**config.mk**
```make
export PLATFORM = sky130hd
export DESIGN_NAME = keyed_wdog
export DESIGN_NICKNAME = d
export VERILOG_FILES = /design/src/rtl/kwd_pkg.sv /design/src/rtl/kwd_regs.sv /design/src/rtl/kwd_prescale.sv /design/src/rtl/kwd_counter.sv /design/src/rtl/kwd_rstgen.sv /design/src/rtl/keyed_wdog.sv
export SDC_FILE = /design/constraint.sdc
export NUM_CORES = 1
export LEC_CHECK = 0
export BUFFER_PORTS_ARGS = -buffer_cell sky130_fd_sc_hd__buf_4
export CORE_ASPECT_RATIO = 0.75
export CORE_UTILIZATION = 50
export CTS_CLUSTER_DIAMETER = 80
export DETAILED_ROUTE_END_ITERATION = 10
export PLACE_DENSITY = 0.7
export SYNTH_ARGS = -nofsm -noshare
export SYNTH_HDL_FRONTEND = slang
export SYNTH_SLANG_ARGS = --single-unit
```
**constraint.sdc**
```tcl
create_clock -name clk -period 2.82 [get_ports clk]
set_input_delay 0.282 -clock clk [delete_from_list [all_inputs] [get_ports clk]]
set_output_delay 0.282 -clock clk [all_outputs]
set_load 0.05 [all_outputs]
```
**src/rtl/kwd_pkg.sv**
```systemverilog
package kwd_pkg;
  localparam int unsigned BUS_W = 16;

  localparam logic [7:0]  KEY_CTRL  = 8'hA5;
  localparam logic [7:0]  KEY_COUNT = 8'h5A;
  localparam logic [7:0]  KEY_RCTL  = 8'h5A;
  localparam logic [15:0] WORD_FLAG_CLR = 16'hA500;

  localparam int unsigned OFS_CTRL  = 0;
  localparam int unsigned OFS_COUNT = 2;
  localparam int unsigned OFS_RCTL  = 4;

  typedef struct packed {
    logic       wd_mode;
    logic       run_en;
    logic [2:0] div_sel;
  } ctrl_t;

  // log2 of the divide ratio for each divider select
  function automatic int unsigned div_shift(input logic [2:0] sel);
    case (sel)
      3'd0:    return 0;
      3'd1:    return 2;
      3'd2:    return 4;
      3'd3:    return 5;
      3'd4:    return 6;
      3'd5:    return 8;
      3'd6:    return 10;
      default: return 14;
    endcase
  endfunction
endpackage

```
**src/rtl/kwd_regs.sv**
```systemverilog
module kwd_regs
  import kwd_pkg::*;
#(
  parameter int unsigned ADDR_W = 3,
  parameter int unsigned CNT_W  = 8
) (
  input  logic              clk,
  input  logic              rst_n,
  input  logic [ADDR_W-1:0] addr,
  input  logic              wr,
  input  logic              rd,
  input  logic [BUS_W-1:0]  wdata,
  output logic [BUS_W-1:0]  rdata,
  input  logic [CNT_W-1:0]  cnt,
  input  logic              ovf_evt,
  output ctrl_t             ctrl,
  output logic              rste,
  output logic              flag,
  output logic              cnt_ld,
  output logic [CNT_W-1:0]  cnt_ld_val,
  output logic              presc_clr
);
  localparam logic [ADDR_W-1:0] A_CTRL  = ADDR_W'(OFS_CTRL);
  localparam logic [ADDR_W-1:0] A_COUNT = ADDR_W'(OFS_COUNT);
  localparam logic [ADDR_W-1:0] A_RCTL  = ADDR_W'(OFS_RCTL);

  logic  hit_ctrl, hit_cnt, hit_rctl, hit_clr, rd_rctl;
  logic  ctrl_we, rste_we, flag_we, armed_we;
  ctrl_t ctrl_d;
  logic  rste_d, flag_d, armed_d, armed;

  // key decode
  always_comb begin
    hit_ctrl = wr && (addr == A_CTRL)  && (wdata[15:8] == KEY_CTRL);
    hit_cnt  = wr && (addr == A_COUNT) && (wdata[15:8] == KEY_COUNT);
    hit_rctl = wr && (addr == A_RCTL)  && (wdata[15:8] == KEY_RCTL);
    hit_clr  = wr && (addr == A_RCTL)  && (wdata == WORD_FLAG_CLR);
    rd_rctl  = rd && (addr == A_RCTL);
  end

  // next state
  always_comb begin
    ctrl_we = hit_ctrl;
    ctrl_d  = '{wd_mode: wdata[6], run_en: wdata[5], div_sel: wdata[2:0]};
    rste_we = hit_rctl;
    rste_d  = wdata[6];

    flag_we = 1'b0;
    flag_d  = flag;
    if (ovf_evt) begin
      flag_we = 1'b1;
      flag_d  = 1'b1;
    end else if (hit_clr && armed) begin
      flag_we = 1'b1;
      flag_d  = 1'b0;
    end

    armed_we = 1'b0;
    armed_d  = armed;
    if (ovf_evt || (hit_clr && armed)) begin
      armed_we = 1'b1;
      armed_d  = 1'b0;
    end else if (rd_rctl && flag) begin
      armed_we = 1'b1;
      armed_d  = 1'b1;
    end
  end

  always_ff @(posedge clk or negedge rst_n) begin
    if (!rst_n) begin
      ctrl  <= '0;
      rste  <= 1'b0;
      flag  <= 1'b0;
      armed <= 1'b0;
    end else begin
      if (ctrl_we)  ctrl  <= ctrl_d;
      if (rste_we)  rste  <= rste_d;
      if (flag_we)  flag  <= flag_d;
      if (armed_we) armed <= armed_d;
    end
  end

  assign cnt_ld     = hit_cnt;
  assign cnt_ld_val = wdata[CNT_W-1:0];
  assign presc_clr  = hit_cnt || hit_ctrl;

  // read mux
  always_comb begin
    rdata = '0;
    case (addr)
      A_CTRL:  rdata[7:0] = {1'b0, ctrl.wd_mode, ctrl.run_en, 2'b00, ctrl.div_sel};
      A_COUNT: rdata[7:0] = 8'(cnt);
      A_RCTL:  rdata[7:0] = {flag, rste, 6'b000000};
      default: rdata      = '0;
    endcase
  end
endmodule

```
**src/rtl/kwd_prescale.sv**
```systemverilog
module kwd_prescale
  import kwd_pkg::*;
#(
  parameter int unsigned PRE_W = 14
) (
  input  logic       clk,
  input  logic       rst_n,
  input  logic       run,
  input  logic       clr,
  input  logic [2:0] div_sel,
  output logic       tick
);
  localparam int unsigned N_SEL = 8;

  logic [PRE_W-1:0] lim [N_SEL];
  logic [PRE_W-1:0] presc, presc_d;
  logic             presc_we;

  for (genvar g = 0; g < N_SEL; g++) begin : g_lim
    localparam int unsigned SH = div_shift(3'(g));
    assign lim[g] = PRE_W'((64'd1 << SH) - 64'd1);
  end

  assign tick = run && (presc == lim[div_sel]);

  always_comb begin
    presc_we = 1'b1;
    if (!run || clr || tick) presc_d = '0;
    else                     presc_d = presc + 1'b1;
    if (!run && (presc == '0)) presc_we = 1'b0;
  end

  always_ff @(posedge clk or negedge rst_n) begin
    if (!rst_n)        presc <= '0;
    else if (presc_we) presc <= presc_d;
  end
endmodule

```
**src/rtl/kwd_counter.sv**
```systemverilog
module kwd_counter #(
  parameter int unsigned CNT_W = 8
) (
  input  logic             clk,
  input  logic             rst_n,
  input  logic             tick,
  input  logic             ld,
  input  logic [CNT_W-1:0] ld_val,
  output logic [CNT_W-1:0] cnt,
  output logic             ovf_evt
);
  logic [CNT_W-1:0] cnt_d;
  logic             cnt_we;

  assign ovf_evt = tick && !ld && (cnt == '1);

  always_comb begin
    cnt_we = ld || tick;
    cnt_d  = ld ? ld_val : cnt + 1'b1;
  end

  always_ff @(posedge clk or negedge rst_n) begin
    if (!rst_n)      cnt <= '0;
    else if (cnt_we) cnt <= cnt_d;
  end
endmodule

```
**src/rtl/kwd_rstgen.sv**
```systemverilog
module kwd_rstgen #(
  parameter int unsigned RST_LEN = 4
) (
  input  logic clk,
  input  logic rst_n,
  input  logic fire,
  output logic rst_out
);
  localparam int unsigned LW = $clog2(RST_LEN + 1);

  logic [LW-1:0] left, left_d;
  logic          left_we;

  always_comb begin
    left_we = fire || (left != '0);
    left_d  = fire ? LW'(RST_LEN) : left - 1'b1;
  end

  always_ff @(posedge clk or negedge rst_n) begin
    if (!rst_n) begin
      left    <= '0;
      rst_out <= 1'b0;
    end else if (left_we) begin
      left    <= left_d;
      rst_out <= (left_d != '0);
    end
  end
endmodule

```
**src/rtl/keyed_wdog.sv**
```systemverilog
module keyed_wdog
  import kwd_pkg::*;
#(
  parameter int unsigned ADDR_W      = 3,
  parameter int unsigned CNT_W       = 8,
  parameter int unsigned PRE_W       = 14,
  parameter int unsigned RST_LEN     = 4,
  parameter int unsigned SYNC_STAGES = 2
) (
  input  logic              clk,
  input  logic              rst_n,
  input  logic [ADDR_W-1:0] bus_addr,
  input  logic              bus_wr,
  input  logic              bus_rd,
  input  logic [15:0]       bus_wdata,
  output logic [15:0]       bus_rdata,
  output logic              sys_rst_out
);
  logic [SYNC_STAGES-1:0] rst_pipe;
  logic                   rst_sync_n;

  always_ff @(posedge clk or negedge rst_n) begin
    if (!rst_n) rst_pipe <= '0;
    else        rst_pipe <= {rst_pipe[SYNC_STAGES-2:0], 1'b1};
  end
  assign rst_sync_n = rst_pipe[SYNC_STAGES-1];

  ctrl_t            ctrl;
  logic             rste, flag, cnt_ld, presc_clr, tick, ovf_evt, run;
  logic [CNT_W-1:0] cnt, cnt_ld_val;

  assign run = ctrl.wd_mode && ctrl.run_en;

  kwd_regs #(.ADDR_W(ADDR_W), .CNT_W(CNT_W)) u_regs (
    .clk(clk), .rst_n(rst_sync_n), .addr(bus_addr), .wr(bus_wr), .rd(bus_rd),
    .wdata(bus_wdata), .rdata(bus_rdata), .cnt(cnt), .ovf_evt(ovf_evt),
    .ctrl(ctrl), .rste(rste), .flag(flag), .cnt_ld(cnt_ld),
    .cnt_ld_val(cnt_ld_val), .presc_clr(presc_clr)
  );

  kwd_prescale #(.PRE_W(PRE_W)) u_presc (
    .clk(clk), .rst_n(rst_sync_n), .run(run), .clr(presc_clr),
    .div_sel(ctrl.div_sel), .tick(tick)
  );

  kwd_counter #(.CNT_W(CNT_W)) u_cnt (
    .clk(clk), .rst_n(rst_sync_n), .tick(tick), .ld(cnt_ld),
    .ld_val(cnt_ld_val), .cnt(cnt), .ovf_evt(ovf_evt)
  );

  kwd_rstgen #(.RST_LEN(RST_LEN)) u_rst (
    .clk(clk), .rst_n(rst_sync_n), .fire(ovf_evt && rste), .rst_out(sys_rst_out)
  );
endmodule

```
## Word level (Yosys, flattened, before mapping)

Memory sizes are Yosys's and may differ from the RTL's.
Index checks and enable logic that the tools add are counted.

- $add $sub $neg: 3
- $lt $le $gt $ge: 1
- Equality and inequality tests: 7
- Mux-type cells: 14
- Bitwise operators: 1
- Reductions and logical operators: 32

Operator list:

| operator | count |
|---|---|
| 14-bit 2-to-1 mux | 3 |
| 8-bit case mux with 3 select lines | 1 |
| 16-bit equality test (second input constant) | 1 |
| 8-bit equality test (second input constant) | 2 |
| 1-bit logical AND | 16 |
| 14-bit by 1-bit adder with 14-bit output (second input constant) | 1 |
| 14-bit equality test | 1 |
| 14-bit zero test | 1 |
| 8-bit by 1-bit adder with 8-bit output (second input constant) | 1 |
| 8-bit by 7-bit equality test with 1-bit output (second input constant) | 1 |
| 1-bit 2-to-1 mux | 8 |
| 8-bit 2-to-1 mux | 1 |
| 1-bit logical OR | 6 |
| 3-bit nonzero test | 2 |
| 4-bit greater-or-equal comparator (second input constant) | 1 |
| 3-bit NOT with 4-bit output | 1 |
| 2-bit AND reduction | 2 |
| 2-bit nonzero test | 2 |
| 3-bit by 2-bit equality test with 1-bit output (second input constant) | 1 |
| 3-bit equality test (second input constant) | 1 |
| 3-bit zero test | 1 |
| 3-bit 2-to-1 mux | 1 |
| 3-bit by 1-bit subtractor with 3-bit output (second input constant) | 1 |
| 1-bit zero test | 2 |

- Register bits after elaboration: 36
- ROM bits: 112
- Output and inout bits: 17
- Logic and storage cells: 70
- Memories kept: 1

Memories:

| memory | words | bits a word | read ports | clocked after memory_dff | write ports | RTL line | RTL |
|---|---|---|---|---|---|---|---|
| (no name shown) | 8 | 14 | 1 | 0 | 0 | kwd_prescale.sv:24 | `assign tick = run && (presc == lim[div_sel]);` |

## Depth between registers and ports, before layout

Gate-level depths: netlist of the first run.

- Word-level depth: 11
- Gate-level depth with buffers: 8

## Cells and area by module

A second synthesis of the first run with hierarchy kept.

- Cells, all modules: 261
- Area total of the unflattened synthesis: 2392.3 um^2

Modules (own cells, without submodules):

| module | times used | cells an instance | area each (um^2) | sequential area each (um^2) |
|---|---|---|---|---|
| kwd_prescale | 1 | 110 | 938.4 | 350.3 |
| kwd_regs | 1 | 76 | 723.2 | 200.2 |
| kwd_counter | 1 | 51 | 465.4 | 200.2 |
| kwd_rstgen | 1 | 19 | 198.9 | 100.1 |
| keyed_wdog | 1 | 5 | 66.3 | 50.0 |

## Least setup slack after synthesis of the first run

Ideal clock, no wire load.

- Kind: reg2reg
- Start: register u_presc.presc[8]
- End: register u_presc.presc[12]
- Arrival time: 2.165 ns
- Required time: 2.701 ns
- Slack: 0.536 ns
- Stages on the path, launching flop included: 8
- Buffers on the path: 1
- Clock period less this slack: 2.284 ns
- Path through: dfrtp_1 > or4_4 > o32ai_2 > o22ai_2 > nor4_4 > o21ba_1 > buf_6 > nor2_2

- Word-level cells in the longest chain between the ends: 4

Ends and longest elaborated chain:

| what | RTL line | RTL |
|---|---|---|
| start: declaration | kwd_prescale.sv:16 | `logic [PRE_W-1:0] presc, presc_d;` |
| start signal: assignment | kwd_prescale.sv:35 | `else if (presc_we) presc <= presc_d;` |
| branches (longest 4 deep; another with 14-bit by 1-bit adder with 14-bit output) | - |  |

Several ways; the timed one is not identified.
A chain may end at the register's enable or synchronous reset.

## Worst setup path in the final report of the first run

- Start: register u_presc.presc[8]
- End: register u_cnt.cnt[6]

- Word-level cells in the longest chain between the ends: 3

Ends and longest elaborated chain:

| what | RTL line | RTL |
|---|---|---|
| 14-bit equality test | kwd_prescale.sv:24 |  |
| 1-bit logical AND | kwd_prescale.sv:24 |  |
| 1-bit logical OR | kwd_counter.sv:18 | `cnt_we = ld \|\| tick;` |
| end signal: assignment | kwd_counter.sv:24 | `else if (cnt_we) cnt <= cnt_d;` |
| end: declaration | kwd_counter.sv:9 | `output logic [CNT_W-1:0] cnt,` |

No other way between the ends.

==> run_results.csv, run 1 <==
group,metric,value,unit
run_status,status,"completed",
die,die-area,0.00495,mm^2
placement,gp_congestion,0.862,
placement,port_buffers,31,
critical_path,required,3040,ps
route,routed_wl,4940,um
finish,drive_gt1_frac,0.221,
die,num_rows,21,
route,first_pass_iters,4,
pwr,p_total,1000,uW
logic_synthesis,yosys.area.top_type_share,0.386,
route,vias,1923,
critical_path,critPathMaxFanout,15,
finish,area_growth,14.7,%
sta,setup_viol,0,
cts,clockRootBuffer,"clkbuf_8",
die,die_width,80.9,um
cts,cts_tree,"built",
logic_synthesis,seq_area_frac_synth,0.386,
die,coreArea,0.00447,mm^2
logic_synthesis,synth_cell_types,54,
sta,worst_pin_slew,937,ps
sta,final.setup.worst_slack,401,ps
finish,antenna-diode-count,0,
placement,dpl.hpwl,3750,um
logic_synthesis,synthTopCellsByArea,"dfrtp_1, nand3_1, nand2_1",
cts,numCtsBuffers,5,
worst_hold_path,hold_class,"input port to register",
critical_path,arrival,2640,ps
cts,cts.repair.resized,0,
logic_synthesis,ys_ff_latch,36,
grt,grt_overflow_total,0,
logic_synthesis,synth_edf_count,0,
route,drtIter0Drc,134,
logic_synthesis,synth_largest_area_cell,"dfrtp_1",
logic_synthesis,syn-cell-area,0.00233,mm^2
sta,fmax,0.413,GHz
cts,cts_sinks,36,
route,viasPerCell,5.54,
critical_path,crit_type,"register to register",
pwr,cellLeakagePower,0.00121,uW
flow_run,drv_cap,0,
sta,drv_slew,0,
grt,antenna_found_initial,0,
cts,insertion_delay,280,ps
sta,rsz0062_at_grt,"false",
finish,fin_nets,317,
pwr,peakVddDrop,0.275,mV
grt,grt_use_total,0.227,
grt,grt_max_degree,35,
pwr,powerDensity,374,mW/mm^2
route,ant_nets,0,
logic_synthesis,syn_inst,257,
die,die_h,61.2,um
cts,clock_path_buffers,2,
die,start_util,0.523,
critical_path,worst_setup_path_end_kind,"register",
critical_path,worstSetupStartpointType,"register",
cts,clkTransAtPathRegs,70,ps
cts,ctsHoldBuffers,1,
route,drc,0,
cts,cts_setup_buffers,0,
grt,grt_pass1_wl,8290,um
finish,fill_cells,411,
logic_synthesis,syn_avg_cell_area,9.08,um^2
logic_synthesis,async_flop_share,1.00,
logic_synthesis,yosysWarnings,0,
sta,clock_skew,5.59,ps
die,ios,40,
grt,grt_pass1_vias,1734,
logic_synthesis,dominantRegCellSynth,"dfrtp_1",
cts,htreeDepth,2,
sta,relSlewSlack,0.367,
sta,fin_crit_sh,0.858,
route,wl_per_cell,14.2,um
sta,min_period,2420,ps
sta,fin_tns_setup,0,ps
sta,hold_violations,0,
placement,dpl_worst_slack,409,ps
cells in the final DEF (no fill, tap or decap), drive strengths merged, types with 2 or more instances in the layout:
cell type / count
nand2: 26
o211a: 2
nand3: 23
nand4bb: 2
nor3: 11
nor4: 4
and2: 3
conb: 9
o22a: 2
a31oi: 2
mux2i: 9
dfrtp: 36
nand4b: 2
inv: 9
xnor2: 7
or2: 2
ha: 5
or4: 3
nor3b: 2
nand4: 6
buf: 34
mux2: 7
clkbuf: 8
and3: 7
xor2: 7
o22ai: 2
a21oi: 9
nand3b: 4
o21ai: 8
nor2: 26
worst paths after layout:
path	depth (start not counted)	end	startpoint	slack [ps]
worst max-delay path	7	u_cnt.cnt[6]	u_presc.presc[8]	400
worst min-delay path	3	u_cnt.cnt[4]	bus_wdata[4]	220
worst max register to register	7	u_cnt.cnt[6]	u_presc.presc[8]	400
worst min register to register	1	u_cnt.cnt[1]	rst_pipe[1]	270
max in group asynchronous	1	u_cnt.cnt[2]	rst_pipe[1]	2230
min in group asynchronous	1	u_cnt.cnt[1]	rst_pipe[1]	270
final cells by class:
type | count | area [um^2] | share of cell area
multi-input cells | 202 | 1320 | 0.492
repair buffers | 35 | 265 | 0.0991
clock buffers | 8 | 90.1 | 0.0336
inverters | 9 | 33.8 | 0.0126
flip-flops and latches | 36 | 901 | 0.336
well taps | 57 | 71.3 | 0.0266
power breakdown:
part           leakage, uW  internal (uW)  switching (uW)
Sequential        0.000462            519            2.91
Clock            0.0000455            199             167
Combinational     0.000707           38.8            72.9
state kept, by name, indices dropped and copies added (netlist names):
register	count
u_regs.flag	1
u_regs.ctrl	5
u_cnt.cnt	8
u_presc.presc	14
u_regs.armed	1
u_regs.rste	1
u_rst.rst_out	1
u_rst.left	3
rst_pipe	2
per-stage QoR:
step | cell area (um^2) | utilization | cells | hold WS, ps
after floorplan | 2360 | - | 264 | -13.6
after global placement | 2580 | 0.577 | 338 | 64.8
after detailed placement | 2580 | 0.577 | 338 | 65.3
after CTS | 2680 | 0.599 | 347 | 209
after global routing | 2680 | 0.599 | 347 | 229
final | 2680 | 0.599 | 347 | 218
cells by family (layout without fill, tap and decap cells):
| kind of cell | count (synthesis) | after routing | synth area share |
|---|---|---|---|
| XOR/XNOR | 14 | 14 | 0.0525 |
| buffers and inverters | 26 | 52 | 0.0616 |
| AND/OR/NAND/NOR | 127 | 127 | 0.305 |
| adder cells (fa/ha/maj) | 5 | 5 | 0.0268 |
| other | 2 | 9 | 0.00322 |
| AO/OA/AOI/OAI | 31 | 31 | 0.0906 |
| flip-flops | 36 | 36 | 0.386 |
| multiplexers | 16 | 16 | 0.0740 |
cell usage after synthesis, types with 5 or more instances:
library cell,number
dfrtp_1,36
nor2_1,17
nand4_1,6
buf_4,8
mux2i_1,9
nor3_1,11
clkbuf_1,5
nor2_2,9
xor2_1,7
and3_1,7
mux2_2,6
nand3_1,22
inv_1,9
xnor2_1,7
ha_1,5
a21oi_1,9
nand2_1,26
metal layers:
layer / track usage / vias up / share of wire
met5: 0 / - / 0
met4: 0.0612 / 0 / 0.0038
met3: 0.0563 / 2 / 0.049
met2: 0.319 / 39 / 0.41
met1: 0.345 / 917 / 0.53
li1: - / 965 / -
critical path, cell delays in order (launching register included):
cell	delay, ps
dfrtp_1	450
or4_4	560
o32ai_2	230
o22ai_2	150
nor4_4	320
buf_4	250
mux2_4	310
nand3_1	80
Note: power is estimated with default switching activity, not from simulation.
==> inputs of run 2 (changes only) <==
--- a/config.mk
+++ b/config.mk
@@ -12,4 +12,6 @@
 export DETAILED_ROUTE_END_ITERATION = 10
 export PLACE_DENSITY = 0.7
+export RECOVER_POWER = 25
+export SETUP_SLACK_MARGIN = 0.1
 export SYNTH_ARGS = -nofsm -noshare
 export SYNTH_HDL_FRONTEND = slang
==> constraint.sdc (replaced) <==
create_clock -name clk -period 2.82 [get_ports clk]
set_input_delay 0.282 -clock clk [delete_from_list [all_inputs] [get_ports clk]]
set_output_delay 0.282 -clock clk [all_outputs]
set_load 0.1 [all_outputs]
==> run 2 against run 1 <==
  * The flow now finishes with violations (max-capacitance violations, max-slew violations)
  * Non-clock buffer count unchanged
  * Global-route usage stayed put
  * First-iteration DRC count unchanged
  * Wire length increased by 0.26%
  * Die area did not move
  * Total power rose by 3.8%
  * Maximum frequency about the same
  * Register-to-register slack is essentially flat
  * Cell count unchanged
  * Clock skew about the same
  * Critical path type unchanged
  * Critical endpoint unchanged
  * Highest routed layer unchanged
==> run_results.csv, run 2 (synthesis gave the netlist of run 1 again) <==
group,metric,value,unit
run_status,status,"finished with violations",
run_status,failed_checks,"max-capacitance violations, max-slew violations",
die,num_rows,21,
sta,worst_pin_slew,1810,ps
pwr,p_sw_frac,0.272,
critical_path,worst_setup_path_end_kind,"register",
die,ios,40,
sta,hold_violations,0,
grt,antenna_found_initial,0,
pwr,powerDensity,389,mW/mm^2
pwr,cellLeakagePower,0.00121,uW
finish,fin_nets,317,
cts,cts.repair.resized,0,
die,die_h,61.2,um
grt,grt_overflow_total,0,
pwr,peakVddDrop,0.275,mV
sta,setup_viol,0,
grt,grt_use_total,0.227,
finish,layoutNonFillerInstCount,347,
worst_hold_path,hold_class,"input port to register",
grt,grt_pass1_vias,1734,
placement,placed_cells,338,
placement,gp_congestion,0.862,
critical_path,required,3040,ps
finish,area_growth,14.4,%
cts,htreeDepth,2,
pwr,p_clk_frac,0.353,
grt,grt_max_degree,35,
cts,cts_sinks,36,
pwr,internal-power,756,uW
die,start_util,0.523,
sta,relSlewSlack,-0.208,
pwr,net-switching-power,282,uW
finish,largest-register,"u_presc.presc",
critical_path,worstSetupStartpointType,"register",
finish,top_regs,"u_presc.presc: 14 flops, u_cnt.cnt: 8 flops, u_regs.ctrl: 5 flops",
placement,dpl.hpwl,3750,um
finish,antenna-diode-count,0,
cts,clock_path_buffers,2,
sta,min_period,2420,ps
sta,clock_skew,5.57,ps
route,wl_per_cell,14.3,um
die,coreArea,0.00447,mm^2
sta,rsz0062_at_grt,"false",
finish,final_common_cell,"dfrtp_1",
finish,layout_common_cells,"dfrtp_1, buf_4, nand2_1, nand3_1, nor2_1",
critical_path,crit_type,"register to register",
die,die_width,80.9,um
route,ant_nets,0,
critical_path,arrival,2640,ps
die,die-area,0.00495,mm^2
sta,drv_slew,35,
cts,cts_setup_buffers,0,
sta,fin_crit_sh,0.858,
cts,clkTransAtPathRegs,70,ps
critical_path,critPathMaxFanout,15,
route,drc,0,
pwr,power_frac_comb,0.143,
placement,port_buffers,31,
flow_run,drv_cap,1,
route,vias,1926,
pwr,seq_power_share,0.503,
cts,insertion_delay,280,ps
cts,numCtsBuffers,5,
route,viasPerCell,5.55,
cts,cts_tree,"built",
route,drtIter0Drc,134,
finish,drive_gt1_frac,0.214,
sta,fin_tns_setup,0,ps
route,routed_wl,4950,um
finish,largest_register_ffs,14,
cts,ctsHoldBuffers,1,
cts,clockRootBuffer,"clkbuf_8",
grt,grt_pass1_wl,8290,um
route,first_pass_iters,4,
sta,fmax,0.413,GHz
run 2: worst paths after layout:
kind,from,to,slack [ps],cells after the start
min in group asynchronous,rst_n,rst_pipe[1],300,2
max in group asynchronous,rst_pipe[1],u_cnt.cnt[2],950,1
min reg2reg,rst_pipe[0],rst_pipe[1],360,0
max reg2reg,u_presc.presc[8],u_cnt.cnt[6],400,7
max,u_presc.presc[8],u_cnt.cnt[6],400,7
min,bus_wdata[4],u_cnt.cnt[4],220,3
run 2: layer usage:
| metal | wire (um) | track usage | up-vias |
|---|---|---|---|
| li1 | - | - | 966 |
| met1 | 2630 | 0.345 | 914 |
| met2 | 2030 | 0.319 | 44 |
| met3 | 270 | 0.0563 | 2 |
| met4 | 19 | 0.0612 | 0 |
| met5 | 0 | 0 | - |
run 2: area by class of cell:
type | count | area [um^2]
clock buffer | 8 | 90.1
tap | 57 | 71.3
fill | 410 | 1800
inverter | 9 | 33.8
timing repair buffer | 35 | 258
multi-input combinational | 202 | 1320
sequential | 36 | 901
run 2: power groups by stage:
stage | Sequential (uW) | Combinational, uW | Clock, uW
finish | 522 | 149 | 367
global route | 522 | 158 | 402
CTS | 522 | 151 | 377
detailed placement | 532 | 149 | 0
global placement | 532 | 149 | 0
floorplan | 537 | 108 | 0
run 2: critical path: stages (launching register included):
cell	delay, ps
dfrtp_1	450
or4_4	560
o32ai_2	230
o22ai_2	150
nor4_4	320
buf_4	260
mux2_4	310
nand3_1	80
run 2: stage by stage:
| stage | hold slack (ps) | setup slack (ps) | cell area (um^2) | util | total power, uW |
|---|---|---|---|---|---|
| 4_1_cts | 209 | 384 | 2680 | 0.599 | 1050 |
| 3_5_place_dp | 65.3 | 409 | 2580 | 0.577 | 681 |
| 3_3_place_gp | 64.8 | 463 | 2580 | 0.577 | 681 |
| 6_report | 218 | 399 | 2670 | 0.598 | 1040 |
| 2_1_floorplan | -13.6 | 350 | 2360 | - | 645 |
| 5_1_grt | 229 | 220 | 2670 | 0.598 | 1080 |
==> inputs of run 3 (changes only) <==
BUFFER_PORTS_ARGS = -buffer_cell sky130_fd_sc_hd__buf_2   (was -buffer_cell sky130_fd_sc_hd__buf_4)
==> run 3 against run 2 <==
  * The run still ends with max-capacitance violations, max-slew violations left
  * Clock power up 34%
  * Sequential cell count unchanged
  * Sequential share of layout area up 0.50 points
  * Core utilization down 0.87 points
  * Clock skew down 1.7 ps
  * Critical path depth unchanged
  * Combinational power down 7%
  * Register-to-register slack worse by 50 ps
  * Setup slack worse by 52 ps
  * Wire length up 1.3%
  * Critical path type unchanged
  * Critical endpoint unchanged
==> run_results.csv, run 3 (synthesis gave the netlist of run 1 again) <==
group,metric,value,unit
run_status,status,"finished with violations",
grt,grt_use_total,0.223,
grt,antenna_found_initial,0,
die,die_width,80.9,um
grt,grt_pass1_wl,8210,um
sta,rsz0062_at_grt,"false",
cts,cts_sinks,36,
route,dr_wl_met3,294,um
sta,clock_skew,3.84,ps
route,routed_wl,5010,um
route,viasPerCell,5.57,
cts,numCtsBuffers,5,
die,coreArea,0.00447,mm^2
flow_run,drv_cap,1,
route,top_layer,"met4",
route,ant_nets,0,
finish,fill_cells,417,
cts,insertion_delay,290,ps
sta,fin_crit_sh,0.877,
sta,drv_slew,35,
grt,grt_max_degree,35,
die,ios,40,
route,drc,0,
sta,relSlewSlack,-0.192,
critical_path,crit_type,"register to register",
finish,antenna-diode-count,0,
die,die-area,0.00495,mm^2
route,vias,1933,
sta,setup_viol,0,
critical_path,critPathMaxFanout,15,
route,drtIter0Drc,106,
finish,fin_nets,317,
route,first_pass_iters,4,
die,num_rows,21,
sta,fin_tns_setup,0,ps
cts,ctsHoldBuffers,1,
sta,worst_pin_slew,1790,ps
pwr,powerDensity,437,mW/mm^2
die,start_util,0.523,
finish,final_core_util,0.589,
pwr,peakVddDrop,0.290,mV
sta,hold_violations,0,
worst_hold_path,hold_class,"input port to register",
finish,final_common_cell,"dfrtp_1",
cts,htreeDepth,2,
placement,port_buffers,31,
finish,largest-register,"u_presc.presc",
die,die_h,61.2,um
route,wl_per_cell,14.4,um
route,wl_met2,2210,um
grt,grt_pass1_vias,1729,
sta,fmax,0.404,GHz
cts,clkTransAtPathRegs,70,ps
critical_path,required,3050,ps
cts,clock_path_buffers,2,
critical_path,worstSetupStartpointType,"register",
placement,gp_congestion,0.830,
finish,largest_register_ffs,14,
critical_path,arrival,2700,ps
cts,clockRootBuffer,"clkbuf_8",
run_status,failed_checks,"max-capacitance violations, max-slew violations",
finish,seqCellArea,901,um^2
sta,min_period,2470,ps
finish,layout_common_cells,"dfrtp_1, buf_2, nand2_1, nand3_1, nor2_1",
critical_path,worst_setup_path_end_kind,"register",
route,wl_met1,2470,um
cts,cts.repair.resized,0,
pwr,cellLeakagePower,0.00121,uW
placement,dpl.hpwl,3850,um
finish,top_regs,"u_presc.presc: 14 flops, u_cnt.cnt: 8 flops, u_regs.ctrl: 5 flops",
finish,area_growth,12.7,%
cts,cts_setup_buffers,0,
grt,grt_overflow_total,0,
cts,cts_tree,"built",
finish,multiInputGateArea,0.00132,mm^2
finish,drive_gt1_frac,0.221,
[run 3: layer usage]
metal  global-route usage  vias to the layer above
met5                    0                        -
met4               0.0638                        0
met3               0.0459                        3
met2                0.335                       45
met1                0.327                      927
li1                     -                      958
[run 3: worst paths after layout]
kind	startpoint	endpoint	slack, ps	depth (start not counted)
max	u_presc.presc[8]	u_cnt.cnt[6]	350	7
min	bus_wdata[4]	u_cnt.cnt[4]	230	3
max reg2reg	u_presc.presc[8]	u_cnt.cnt[6]	350	7
min reg2reg	rst_pipe[0]	rst_pipe[1]	360	0
max in group asynchronous	rst_pipe[1]	u_cnt.cnt[2]	970	1
min in group asynchronous	rst_n	rst_pipe[0]	310	2
[run 3: cell type report]
class / count / area share
flip-flops and latches: 36 / 0.342
clock inverters: 1 / 0.0114
multi-input cells: 202 / 0.500
repair buffers: 35 / 0.0694
clock buffers: 7 / 0.0366
well taps: 57 / 0.0271
inverters: 9 / 0.0128
[run 3: through the flow]
step	setup slack [ps]	total power (uW)	hold WS, ps	area (um^2)	instances
3_5_place_dp	356	670	70.5	2500	338
4_1_cts	345	1160	218	2640	347
5_1_grt	237	1190	231	2630	347
2_1_floorplan	350	645	-13.6	2360	264
6_report	347	1150	235	2630	347
3_3_place_gp	457	669	68.0	2500	338
[run 3: critical path, cell delays in order, from the launching register on]
cell,delay (ps)
dfrtp_1,450
or4_4,580
o32ai_2,240
o22ai_2,160
nor4_4,330
buf_4,260
mux2_4,310
nand3_1,70
[run 3: report_power, final]
part | internal [uW] | switching, uW | total (uW)
clock | 312 | 178 | 490
sequential | 519 | 2.92 | 522
combinational | 26.9 | 111 | 138
total | 858 | 293 | 1150
